`src/rtl/circ_pkg.sv`:
```
package circ_pkg;
  typedef enum logic {
    MODE_IMM = 1'b0,
    MODE_REG = 1'b1
  } step_mode_e;
endpackage

```
`src/rtl/circ_step_sel.sv`:
```
module circ_step_sel
  import circ_pkg::*;
#(
  parameter int IMM_W  = 8,
  parameter int INC_W  = 7,
  parameter int SIZE_W = 2,
  parameter int STEP_W = 11
) (
  input  step_mode_e               mode_i,
  input  logic [SIZE_W-1:0]        size_i,
  input  logic [IMM_W-1:0]         imm_i,
  input  logic [INC_W-1:0]         inc_i,
  output logic signed [STEP_W-1:0] step_o
);
  logic signed [STEP_W-1:0] imm_ext;
  logic signed [STEP_W-1:0] inc_ext;

  assign imm_ext = {{(STEP_W-IMM_W){imm_i[IMM_W-1]}}, imm_i};
  assign inc_ext = {{(STEP_W-INC_W){inc_i[INC_W-1]}}, inc_i};

  // register mode: count scaled by 2**size
  always_comb begin
    if (mode_i == MODE_REG) step_o = inc_ext <<< size_i;
    else                    step_o = imm_ext;
  end
endmodule

```
`src/rtl/circ_wrap.sv`:
```
module circ_wrap #(
  parameter int ADDR_W = 32,
  parameter int LEN_W  = 17,
  parameter int STEP_W = 11
) (
  input  logic [ADDR_W-1:0]        ptr_i,
  input  logic [ADDR_W-1:0]        start_i,
  input  logic [LEN_W-1:0]         len_i,
  input  logic signed [STEP_W-1:0] step_i,
  output logic [ADDR_W-1:0]        nxt_o,
  output logic                     err_o
);
  localparam int W = ADDR_W + 1;

  logic [W-1:0] off, stp, ln, sum, fixed;
  logic         below;

  assign off   = {1'b0, ptr_i - start_i};
  assign stp   = {{(W-STEP_W){step_i[STEP_W-1]}}, step_i};
  assign ln    = {{(W-LEN_W){1'b0}}, len_i};
  assign sum   = off + stp;
  assign below = sum[W-1];

  // single correction: |step| < length assumed
  always_comb begin
    if (below)          fixed = sum + ln;
    else if (sum >= ln) fixed = sum - ln;
    else                fixed = sum;
  end

  assign err_o = (len_i == '0);
  assign nxt_o = err_o ? ptr_i : start_i + fixed[ADDR_W-1:0];
endmodule

```
`src/rtl/circ_postinc_unit.sv`:
```
module circ_postinc_unit
  import circ_pkg::*;
#(
  parameter int ADDR_W = 32,
  parameter int LEN_W  = 17,
  parameter int INC_W  = 7,
  parameter int IMM_W  = 8,
  parameter int SIZE_W = 2,
  localparam int MOD_W  = LEN_W + INC_W,
  localparam int SCL_W  = INC_W + (1 << SIZE_W) - 1,
  localparam int STEP_W = (IMM_W > SCL_W) ? IMM_W : SCL_W
) (
  input  logic              clk_i,
  input  logic              rst_ni,
  input  logic              req_valid_i,
  input  logic              mode_i,
  input  logic [SIZE_W-1:0] size_i,
  input  logic [ADDR_W-1:0] ptr_i,
  input  logic [ADDR_W-1:0] start_i,
  input  logic [MOD_W-1:0]  mod_i,
  input  logic [IMM_W-1:0]  imm_i,
  output logic              res_valid_o,
  output logic [ADDR_W-1:0] ea_o,
  output logic [ADDR_W-1:0] ptr_o,
  output logic              cfg_err_o
);
  logic [LEN_W-1:0]         len_w;
  logic [INC_W-1:0]         inc_w;
  logic signed [STEP_W-1:0] step_w;
  logic [ADDR_W-1:0]        nxt_w;
  logic                     err_w;
  logic [ADDR_W-1:0]        len_ext;

  assign len_w   = mod_i[LEN_W-1:0];
  assign inc_w   = mod_i[LEN_W +: INC_W];
  assign len_ext = {{(ADDR_W-LEN_W){1'b0}}, len_w};

  circ_step_sel #(
    .IMM_W (IMM_W),
    .INC_W (INC_W),
    .SIZE_W(SIZE_W),
    .STEP_W(STEP_W)
  ) u_step (
    .mode_i(step_mode_e'(mode_i)),
    .size_i(size_i),
    .imm_i (imm_i),
    .inc_i (inc_w),
    .step_o(step_w)
  );

  circ_wrap #(
    .ADDR_W(ADDR_W),
    .LEN_W (LEN_W),
    .STEP_W(STEP_W)
  ) u_wrap (
    .ptr_i  (ptr_i),
    .start_i(start_i),
    .len_i  (len_w),
    .step_i (step_w),
    .nxt_o  (nxt_w),
    .err_o  (err_w)
  );

  always_ff @(posedge clk_i or negedge rst_ni) begin
    if (!rst_ni) begin
      res_valid_o <= 1'b0;
      ea_o        <= '0;
      ptr_o       <= '0;
      cfg_err_o   <= 1'b0;
    end else begin
      res_valid_o <= req_valid_i;
      if (req_valid_i) begin
        ea_o      <= ptr_i;
        ptr_o     <= nxt_w;
        cfg_err_o <= err_w;
      end
    end
  end

  p_valid_follows_r2: assert property (@(posedge clk_i) disable iff (!rst_ni)
    req_valid_i |=> res_valid_o);
  p_ea_is_old_ptr_r4: assert property (@(posedge clk_i) disable iff (!rst_ni)
    req_valid_i |=> ea_o == $past(ptr_i));
  p_ptr_in_window_r3: assert property (@(posedge clk_i) disable iff (!rst_ni)
    (req_valid_i && (ptr_i - start_i) < len_ext) |=>
      (cfg_err_o || (ptr_o - $past(start_i)) < $past(len_ext)));
  p_zero_len_hold_r8: assert property (@(posedge clk_i) disable iff (!rst_ni)
    (res_valid_o && cfg_err_o) |-> ptr_o == ea_o);
  p_err_iff_zero_r8: assert property (@(posedge clk_i) disable iff (!rst_ni)
    req_valid_i |=> cfg_err_o == ($past(len_ext) == '0));
  p_idle_hold_r9: assert property (@(posedge clk_i) disable iff (!rst_ni)
    !req_valid_i |=> ($stable(ptr_o) && $stable(ea_o) && $stable(cfg_err_o)));
endmodule

```
`config.mk`:
```
export PLATFORM = sky130hd
export DESIGN_NAME = circ_postinc_unit
export DESIGN_NICKNAME = d
export VERILOG_FILES = /design/src/rtl/circ_pkg.sv /design/src/rtl/circ_step_sel.sv /design/src/rtl/circ_wrap.sv /design/src/rtl/circ_postinc_unit.sv
export SDC_FILE = /design/constraint.sdc
export NUM_CORES = 1
export LEC_CHECK = 0
export BUFFER_PORTS_ARGS = -buffer_cell sky130_fd_sc_hd__clkbuf_2
export CORE_MARGIN = 2
export CORE_UTILIZATION = 60
export DETAILED_ROUTE_END_ITERATION = 10
export HOLD_SLACK_MARGIN = 0.1
export PLACE_DENSITY = 0.86
export SLEW_MARGIN = 20
export SYNTH_ARGS = -nofsm -noshare
export SYNTH_HDL_FRONTEND = slang
export SYNTH_SLANG_ARGS = --single-unit
```
`constraint.sdc`:
```
create_clock -name clk_i -period 1.5 [get_ports clk_i]
set_input_delay 0.15 -clock clk_i [delete_from_list [all_inputs] [get_ports clk_i]]
set_output_delay 0.15 -clock clk_i [all_outputs]
set_load 0.005 [all_outputs]
```
==> metrics.md, run 1 <==
| Metric | Value |
|---|---|
| Top FF cell, synth | dfrtp_1 |
| Last stage reached | 4_1_cts |
| Port Buffers | 167 |
| Post-synth top area share | 15.7% |
| Cell area after synthesis | 10500 sq um |
| FFs w/ async S/R, synth | 100% |
| Placement Rows | 48 |
| #FFs+latches synth | 66 |
| Clock sink total | 66 |
| TritonCTS Buffers | 9 |
| CTS Buffer Depth | 2 |
| Ys Warns | 0 |
| Synth cell types | 79 |
| Hold-fix buffers, CTS | 1 |
| Error message | [ERROR DPL-0038] Utilization greater than 100%, impossible to legalize |
| Register area share after synthesis | 15.7% |
| Cell taking the most area after synthesis | dfrtp_1 |
| Dpl cell area | 15700 sq um |
| Post-CTS Setup Bufs | 82 |
| Starting Density | 61.1% |
| I/O pin count | 168 |
| Hpwl dp | 41100 um |
| Status | aborted with a tool error |
| Routability congestion estimate | 1.04 |
| Post-Syn Area per Cell | 7.48 sq um |
| Post-Synthesis Cells | 1408 |
| Largest cells by area after synthesis | dfrtp_1 16%, ha_1 16%, a21oi_1 7.8% |
| Root Buffer | clkbuf_16 |
| Chip Height | 136 um |
| Die Span X | 136 um |
| Synthesized Nets | 1646 |
| Resize count post-CTS | 210 |
| Post-synth EDFFs | 0 |
| H-tree depth | 3 |
## metrics by stage
step	hold WS, ns	instances	setup slack [ns]	setup TNS, ns	util (%)
global placement	0.187	2289	-7.51	-218.44	91.0
floorplan	-0.146	1408	-6.57	-184.39	-
detailed placement	0.190	2289	-8.57	-246.81	91.0
## synthesized netlist by cell type, types with 6 or more instances
master,count
clkbuf_1,42
ha_1,131
o21a_1,11
nor4_1,13
a41oi_1,6
o21bai_1,12
a21boi_0,9
dfrtp_1,66
nand2_1,97
nor2_1,150
o31ai_1,9
nor3_1,43
nor2b_1,26
o21ai_0,84
and2_1,8
nand3_1,28
mux2_2,39
nand4_1,14
a21oi_1,164
a21o_1,43
xnor2_1,59
and3_1,13
o211ai_1,17
mux2i_1,13
a211oi_1,14
a31oi_1,14
inv_1,100
nand2b_1,17
or2_2,7
xor2_1,30
a22oi_1,7
or3_1,11
## kinds of logic after synthesis
kind of cell | after synthesis | share of synthesized area [%]
AOI/OAI and AO/OA | 469 | 28.7
xor gates and xnor gates | 90 | 7.56
adders and majority gates | 136 | 16.5
buffers and inverters | 146 | 5.31
DFF | 66 | 15.7
muxes | 54 | 5.73
and+or+nand+nor | 447 | 20.4
==> inputs of run 2 (changes only) <==
- CORE_UTILIZATION: 60 -> 40
- HOLD_SLACK_MARGIN: 0.1 -> unset
- PLACE_DENSITY: 0.86 -> unset
- PLACE_DENSITY_LB_ADDON: unset -> 0.15
==> run 2 against run 1 <==
Compared with the run above: the flow now finishes, with violations (setup timing); synthesized cell count unchanged; synthesized area unchanged.
==> metrics.md, run 2 <==
| Metric | Value |
|---|---|
| Setup violators final | 33 |
| Max incr delay on CP | 0.44 ns |
| Critical Path RT | 1.72 ns |
| CP endpoint kind | flip-flop |
| DR pass1 iterations | 5 |
| Post-synth EDFFs | 0 (unchanged) |
| Ys Warns | 0 (unchanged) |
| CTS tree | yes |
| Final Cycle Share | 569% |
| Global-route wire length before repair | 64900 um |
| Slowest CP cell | or4_4 |
| Worst hold path class | in2reg |
| Fin util | 69.6% |
| Startpoint types | primary input |
| I/O pin count | 168 (unchanged) |
| Largest registers | ea_o: 32 flops, ptr_o: 32 flops |
| Port Buffers | 167 (unchanged) |
| Pin count of the biggest net entering global routing | 47 |
| Crit path setup slack, layout | -7.04 ns |
| Fill count | 2082 |
| Core area | 25900 sq um |
| Clock sink total | 66 (unchanged) |
| Status | complete, but fails checks |
| Detail Route Antenna Nets | 0 |
| Starting Density | 40.6% (-20 points) |
| Routability congestion estimate | 0.924 (-12%) |
| Vias in the first global route | 13.1k |
| Maximum fanout along the worst path | 6 |
| Post-synth top area share | 15.7% (unchanged) |
| Top post-synthesis cells by count | 164 x a21oi_1, 150 x nor2_1, 131 x ha_1, 100 x inv_1, 97 x nand2_1 |
| Vias per cell | 5.42 |
| Clock-pin transition on the worst setup and hold timing paths | 0.06 ns |
| Final net count | 2426 |
| Leakage | 9.05 nW |
| Root Buffer | clkbuf_16 |
| Antenna violations before repair | 0 |
| GRT Resource Usage Total | 28.5% |
| Setup Skew | 0 ns |
| Max-cap viol count | 0 |
| Top cell by count, worst path | buf_4 |
| Die Span X | 166 um (+22%) |
| Die area | 27600 sq um |
| DR iter-0 viols | 1005 |
| Placement Rows | 59 (+23%) |
| Most common cell in the netlist | a21oi_1 |
| H-tree depth | 3 (unchanged) |
| Total Power | 39.4 mW |
| Post-Syn Area per Cell | 7.48 sq um (unchanged) |
| Synth cell types | 79 (unchanged) |
| Most common cell after layout, fill and taps aside | buf_4 |
| Final Max Slew Viols | 0 |
| #FFs+latches synth | 66 (unchanged) |
| RSZ-0062 raised after global routing | true |
| Fmax achieved | 117 MHz |
| Final wirelength | 43000 um |
| Layout area overhead | 71.3% |
| CP Class | in2reg |
| FFs w/ async S/R, synth | 100% (unchanged) |
| VDD IR-drop max | 1780 uV |
| Most frequent cells in the layout | 609 x buf_4, 162 x clkbuf_2, 145 x nor2_1 |
| DRC errors left | 0 |
| Top FF cell, synth | dfrtp_1 |
| Cell taking the most area after synthesis | dfrtp_1 |
| Cell area after synthesis | 10500 sq um (unchanged) |
| Synthesized Nets | 1646 (unchanged) |
| Register area share after synthesis | 15.7% (unchanged) |
| TritonCTS Buffers | 9 (unchanged) |
| Clk_lat worst skew | 0.33 ns |
| Failing checks | setup timing |
| Layout cells sized above 1 | 47.4% |
| Chip Height | 166 um (+22%) |
| Drt wl/cell | 17.0 um |
| Final hold vios | 0 |
| Fin Setup TNS | -204.52 ns |
| Slew HR | 61.5% |
| Worst-Margin Slew | 0.562 ns |
| Largest cells by area after synthesis | dfrtp_1 16%, ha_1 16%, a21oi_1 7.8% |
| Pwr dens | 2180 nW/um^2 |
| Crit path arrival time | 8.76 ns |
| Post-Synthesis Cells | 1408 (unchanged) |
| CTS Buffer Depth | 2 (unchanged) |
| Inserted Diodes | 0 |
| Hpwl dp | 32500 um (-21%) |
| Overflow after GRT | 0 |
| Crit path time final | 8.54 ns |
| Via count | 13.7k |
[run 2: worst max-delay path: cells and delay by family]
kind	cells	cell delay (ns)
AND/OR/NAND/NOR	10	1.93
XOR/XNOR	3	0.50
buffers and inverters	10	1.27
adder cells (fa/ha/maj)	3	0.94
AO/OA/AOI/OAI	19	3.93
[run 2: path summary, 6_finish.rpt]
check	from	end	slack [ns]	cells past startpoint
setup / recovery	start_i[1]	ptr_o[31]$_DFFE_PN0P_	-7.04	45
hold / removal	req_valid_i	res_valid_o$_DFF_PN0_	0.09	1
setup reg to reg	ea_o[0]$_DFFE_PN0P_	ea_o[0]$_DFFE_PN0P_	0.70	1
max in group asynchronous	rst_ni	ptr_o[27]$_DFFE_PN0P_	0.69	3
hold reg to reg	ea_o[31]$_DFFE_PN0P_	ea_o[31]$_DFFE_PN0P_	0.51	1
min in group asynchronous	rst_ni	ea_o[4]$_DFFE_PN0P_	0.25	2
[run 2: logic make-up after synthesis]
logic type	count (synthesis)	share of synthesized area (%)
compound gates	469	28.7
xor+xnor	90	7.56
flops	66	15.7
simple gates	447	20.4
mux	54	5.73
fa+ha+maj	136	16.5
buf+inv	146	5.31
[run 2: cell type report]
cell class | instances | area, sq um | share of cell area, %
clock buffer | 11 | 253 | 1.40
timing repair buffer | 815 | 5990 | 33.2
inverter | 100 | 390 | 2.16
multi-input combinational | 1196 | 9270 | 51.4
tap | 335 | 419 | 2.32
sequential | 66 | 1650 | 9.16
clock inverter | 5 | 61.3 | 0.340
[run 2: per-layer routing]
metal  part of all wire [%]  up-vias  GRT usage, %
met1                     46     6450          39.8
met5                      0        -             0
met2                     46      431          47.4
li1                       -     6732             -
met3                    4.9       77          2.53
met4                    2.6        0          7.46
[run 2: repair_timing]
action / CTS / global route
hold buffers: 1 / 0
endpoints found under the setup margin: 33 / 33
gates resized for setup: 102 / 126
hold endpoints to repair: 12 / 0
cloned: 2 / 0
pin swaps: 78 / 124
setup buffers: 46 / 35
[run 2: through the flow]
| step | cells | worst slack (ns) | hold slack (ns) | instance area, sq um |
|---|---|---|---|---|
| 3_3_place_gp | 2440 | -7.31 | 0.0696 | 16100 |
| 2_1_floorplan | 1408 | -6.57 | -0.146 | 10700 |
| 3_5_place_dp | 2440 | -7.46 | 0.0705 | 16100 |
| 6_report | 2528 | -7.04 | 0.0902 | 18000 |
| 4_1_cts | 2499 | -6.65 | 0.0857 | 17300 |
| 5_1_grt | 2528 | -7.37 | 0.0927 | 18000 |
[run 2: power by group]
group | internal (mW) | switching (mW) | leakage (nW)
registers | 2.35 | 0.299 | 0.756
logic | 17.7 | 16.8 | 8.15
clock network | 1.38 | 0.821 | 0.144
total | 21.4 | 17.9 | 9.05
Note: power is estimated with default switching activity, not from simulation.
==> inputs of run 3 (changes only) <==
- ABC_AREA: unset -> 1
==> run 3 against run 2 <==
Compared with the run above: the flow still finishes with violations (setup timing); flip-flop and latch count stayed put; combinational power is 31% higher; fmax is 30% higher; non-clock buffer count is 26 higher; sequential power hardly changed; sequential share of layout area is 1.0 points lower; cell area is 12% higher; final cell count is 26% higher; synthesized area is 12% higher; setup slack better by 2.0 ns; critical endpoint is now ptr_o[30]$_DFFE_PN0P_; largest power group unchanged; highest routed layer unchanged.
==> metrics.md, run 3 <==
| Metric | Value |
|---|---|
| Cell area after synthesis | 11800 sq um (+12%) |
| Final Cycle Share | 437% (-130 points) |
| CP endpoint kind | flip-flop |
| VDD IR-drop max | 1330 uV (-25%) |
| Fmax achieved | 153 MHz (+30%) |
| Slew HR | 68.7% (+7.2 points) |
| Port Buffers | 167 (unchanged) |
| Maximum fanout along the worst path | 8 (+2) |
| Drt wl/cell | 16.0 um (-6.1%) |
| RSZ-0062 raised after global routing | true |
| Chip Height | 176 um (+5.8%) |
| Most common cell after layout, fill and taps aside | buf_4 |
| Top post-synthesis cells by count | 567 x nand2_1, 268 x inv_1, 190 x nor2_1, 153 x a21oi_1, 142 x o21ai_0 |
| Final net count | 3043 (+25%) |
| Hold Crit Depth | 3 (+2) |
| Crit path setup slack, layout | -5.06 ns (+1.98 ns) |
| Layout area overhead | 71.4% (about the same) |
| Status | complete, but fails checks |
| Combinational Power Share | 90.3% (+2.6 points) |
| NetSw | 24.4 mW (+36%) |
| Post-Synthesis Cells | 1992 (+41%) |
| DR pass1 iterations | 6 (+1) |
| Top cell by count, worst path | nand2_1 |
| Reg-to-reg slack, setup | 0.82 ns (+0.12 ns) |
| Worst hold path class | in2reg |
| Die Span X | 176 um (+5.8%) |
| Die area | 30900 sq um (+12%) |
| Global-route wire length before repair | 79900 um (+23%) |
| Hold Crit Endpoint | ea_o[12]$_DFFE_PN0P_ |
| Top FF cell, synth | dfrtp_1 |
| Hold path startpoint | ptr_i[12] |
| Synth cell types | 52 (-34%) |
| WHS | 0.0712 ns (-0.0190 ns) |
| Max incr delay on CP | 0.37 ns (-0.07 ns) |
| Fin Setup TNS | -151.71 ns (+52.81 ns) |
| Clk_lat worst skew | 0.32 ns (about the same) |
| Final hold vios | 0 (unchanged) |
| Ys Warns | 0 (unchanged) |
| Final wirelength | 51000 um (+19%) |
| CTS Buffer Depth | 2 (unchanged) |
| Multi-input gate area | 10500 sq um (+13%) |
| Core area | 28900 sq um (+11%) |
| Vias per cell | 5.06 (-6.6%) |
| Root Buffer | clkbuf_16 |
| Vias in the first global route | 16.0k (+22%) |
| Layout cells sized above 1 | 42.9% (-4.5 points) |
| Register Area | 1650 sq um (unchanged) |
| Total Power | 50.0 mW (+27%) |
| Via count | 16.1k (+18%) |
| TritonCTS Buffers | 9 (unchanged) |
| Clock sink total | 66 (unchanged) |
| CTS tree | yes |
| Largest cells by area after synthesis | nand2_1 18%, dfrtp_1 14%, ha_1 14% |
| Leakage | 10.9 nW (+20%) |
| Slowest CP cell | fa_2 |
| Internal Pwr Total | 25.6 mW (+19%) |
| I/O pin count | 168 (unchanged) |
| Clock Power Share | 4.3% (-1.3 points) |
| Register area share after synthesis | 14.0% (-1.7 points) |
| Switching Fraction | 48.8% (+3.2 points) |
| Max-cap viol count | 0 (unchanged) |
| Reg2reg start | ptr_o[2]$_DFFE_PN0P_ |
| CP Class | in2reg |
| Pwr dens | 2470 nW/um^2 (+13%) |
| Met1 GRT Util | 42.8% (+3.0 points) |
| Post-Syn Area per Cell | 5.93 sq um (-21%) |
| Setup Skew | 0 ns (unchanged) |
| #FFs+latches synth | 66 (unchanged) |
| Inserted Diodes | 0 (unchanged) |
| Cell taking the most area after synthesis | nand2_1 |
| Worst R2R Path Depth | 2 (+1) |
| Hpwl dp | 41800 um (+29%) |
| H-tree depth | 3 (unchanged) |
| Post-synth EDFFs | 0 (unchanged) |
| Crit path time final | 6.56 ns (-1.98 ns) |
| Sequential share of power | 5.3% (-1.4 points) |
| Antenna violations before repair | 0 (unchanged) |
| Critical Path RT | 1.76 ns (+0.04 ns) |
| Detail Route Antenna Nets | 0 (unchanged) |
| Crit path arrival time | 6.81 ns (-1.95 ns) |
| GR peak layer | met2 |
| Setup violators final | 32 (-3.0%) |
| Synthesized Nets | 2230 (+35%) |
| Most common cell in the netlist | nand2_1 |
| Startpoint types | primary input |
| DR iter-0 viols | 1024 (+1.9%) |
| Worst-Margin Slew | 0.465 ns (-0.0976 ns) |
| FFs w/ async S/R, synth | 100% (unchanged) |
| Failing checks | setup timing |
| Placement Rows | 62 (+5.1%) |
| GRT Resource Usage Total | 32.2% (+3.7 points) |
| Overflow after GRT | 0 (unchanged) |
| GRT met3 Usage | 1.58% (-0.95 points) |
| Final Max Slew Viols | 0 (unchanged) |
| Met2 Track Usage GR | 57.2% (+9.8 points) |
| Pin count of the biggest net entering global routing | 45 (-4.3%) |
| Post-synth top area share | 18.0% (+2.3 points) |
| Routability congestion estimate | 0.977 (+5.7%) |
| Fill count | 2516 (+21%) |
| Starting Density | 40.9% (+0.29 points) |
| DRC errors left | 0 (unchanged) |
| Worst R2R End | ptr_o[2]$_DFFE_PN0P_ |
| Clock-pin transition on the worst setup and hold timing paths | 0.05 ns (about the same) |
| Largest registers | ea_o: 32 flops, ptr_o: 32 flops |
| Most frequent cells in the layout | 633 x buf_4, 518 x nand2_1, 254 x inv_1 |
## run 3: changes by cell type in the layout (fill, tap and decap cells not counted), moves of 25 or more
| cell | before | now |
|---|---|---|
| a21oi_2 | 21 | 46 |
| nand3_1 | 27 | 79 |
| inv_2 | 2 | 33 |
| nor2_2 | 5 | 34 |
| nand2_1 | 94 | 518 |
| a21o_1 | 43 | 7 |
| o21ai_1 | 16 | 46 |
| xnor2_1 | 47 | 14 |
| xor2_1 | 28 | 53 |
| mux2_2 | 36 | 0 |
| inv_1 | 96 | 254 |
| a21oi_1 | 139 | 107 |
| nand2_2 | 2 | 58 |
| o21ai_0 | 51 | 87 |
## run 3: cell families (layout without fill, tap and decap cells)
family                   Yosys count  after routing  synth area share, %
adder cells (fa/ha/maj)          136            136                 14.7
multiplexers                       4              4                0.339
XOR/XNOR                          99             99                 7.34
buffers and inverters            331           1149                 10.7
AO/OA/AOI/OAI                    403            403                 19.1
AND/OR/NAND/NOR                  953            953                 33.7
flip-flops                        66             66                 14.0
## run 3: final cells by class
cell class / count / area share (%)
Multi-Input combinational cell: 1595 / 52.0
Timing Repair Buffer: 841 / 30.4
Sequential cell: 66 / 8.16
Inverter: 292 / 5.54
Tap cell: 384 / 2.37
Clock buffer: 11 / 1.15
Clock inverter: 5 / 0.390
## run 3: timing repair
item	in CTS	in global routing
hold buffers	1	0
pin swaps	97	142
endpoints found under the hold margin	18	0
gates resized for setup	213	150
setup buffers	40	27
setup endpoints to repair	33	33
gates cloned	0	1
## run 3: worst max-delay path, delay by kind of cell
kind	cells	cell delay (ns)
and+or+nand+nor	21	2.18
AOI/OAI and AO/OA	14	2.08
adders and majority gates	5	1.31
buffers and inverters	8	0.72
xor gates and xnor gates	2	0.34
## run 3: metrics by stage
stage	instance area [sq um]	cells	utilization, %	setup slack [ns]
floorplan	12000	1992	-	-4.86
global placement	17900	3121	62.0	-5.99
detailed placement	17900	3121	62.0	-6.13
CTS	19500	3176	67.4	-4.95
global route	20200	3194	70.1	-5.41
finish	20200	3194	70.1	-5.06
## run 3: layer usage
layer	part of all wire [%]	vias up	routed length [um]
met4	2.3	0	1190
met5	0	-	0
met2	48	475	24400
met1	45	7490	23000
li1	-	8106	-
met3	4.9	77	2500
## run 3: worst max path at each step
stage | startpoint | end | slack (ns) | cells past startpoint
6_report | ptr_i[0] | ptr_o[30]$_DFFE_PN0P_ | -5.06 | 50
5_1_grt | start_i[4] | ptr_o[30]$_DFFE_PN0P_ | -5.41 | 47
3_5_place_dp | ptr_i[0] | ptr_o[30]$_DFFE_PN0P_ | -6.13 | 48
4_1_cts | ptr_i[0] | ptr_o[25]$_DFFE_PN0P_ | -4.95 | 43
3_3_place_gp | ptr_i[0] | ptr_o[30]$_DFFE_PN0P_ | -5.99 | 48
2_1_floorplan | ptr_i[0] | ptr_o[24]$_DFFE_PN0P_ | -4.86 | 50
## run 3: power by group through the flow
stage | combinational [mW] | clock (mW) | sequential [mW]
after CTS | 40.8 | 2.19 | 2.65
final | 45.1 | 2.17 | 2.66
after global placement | 34.9 | 0 | 2.67
after global routing | 48.7 | 2.28 | 2.72
after floorplan | 17.5 | 0 | 2.68
after detailed placement | 35.3 | 0 | 2.67
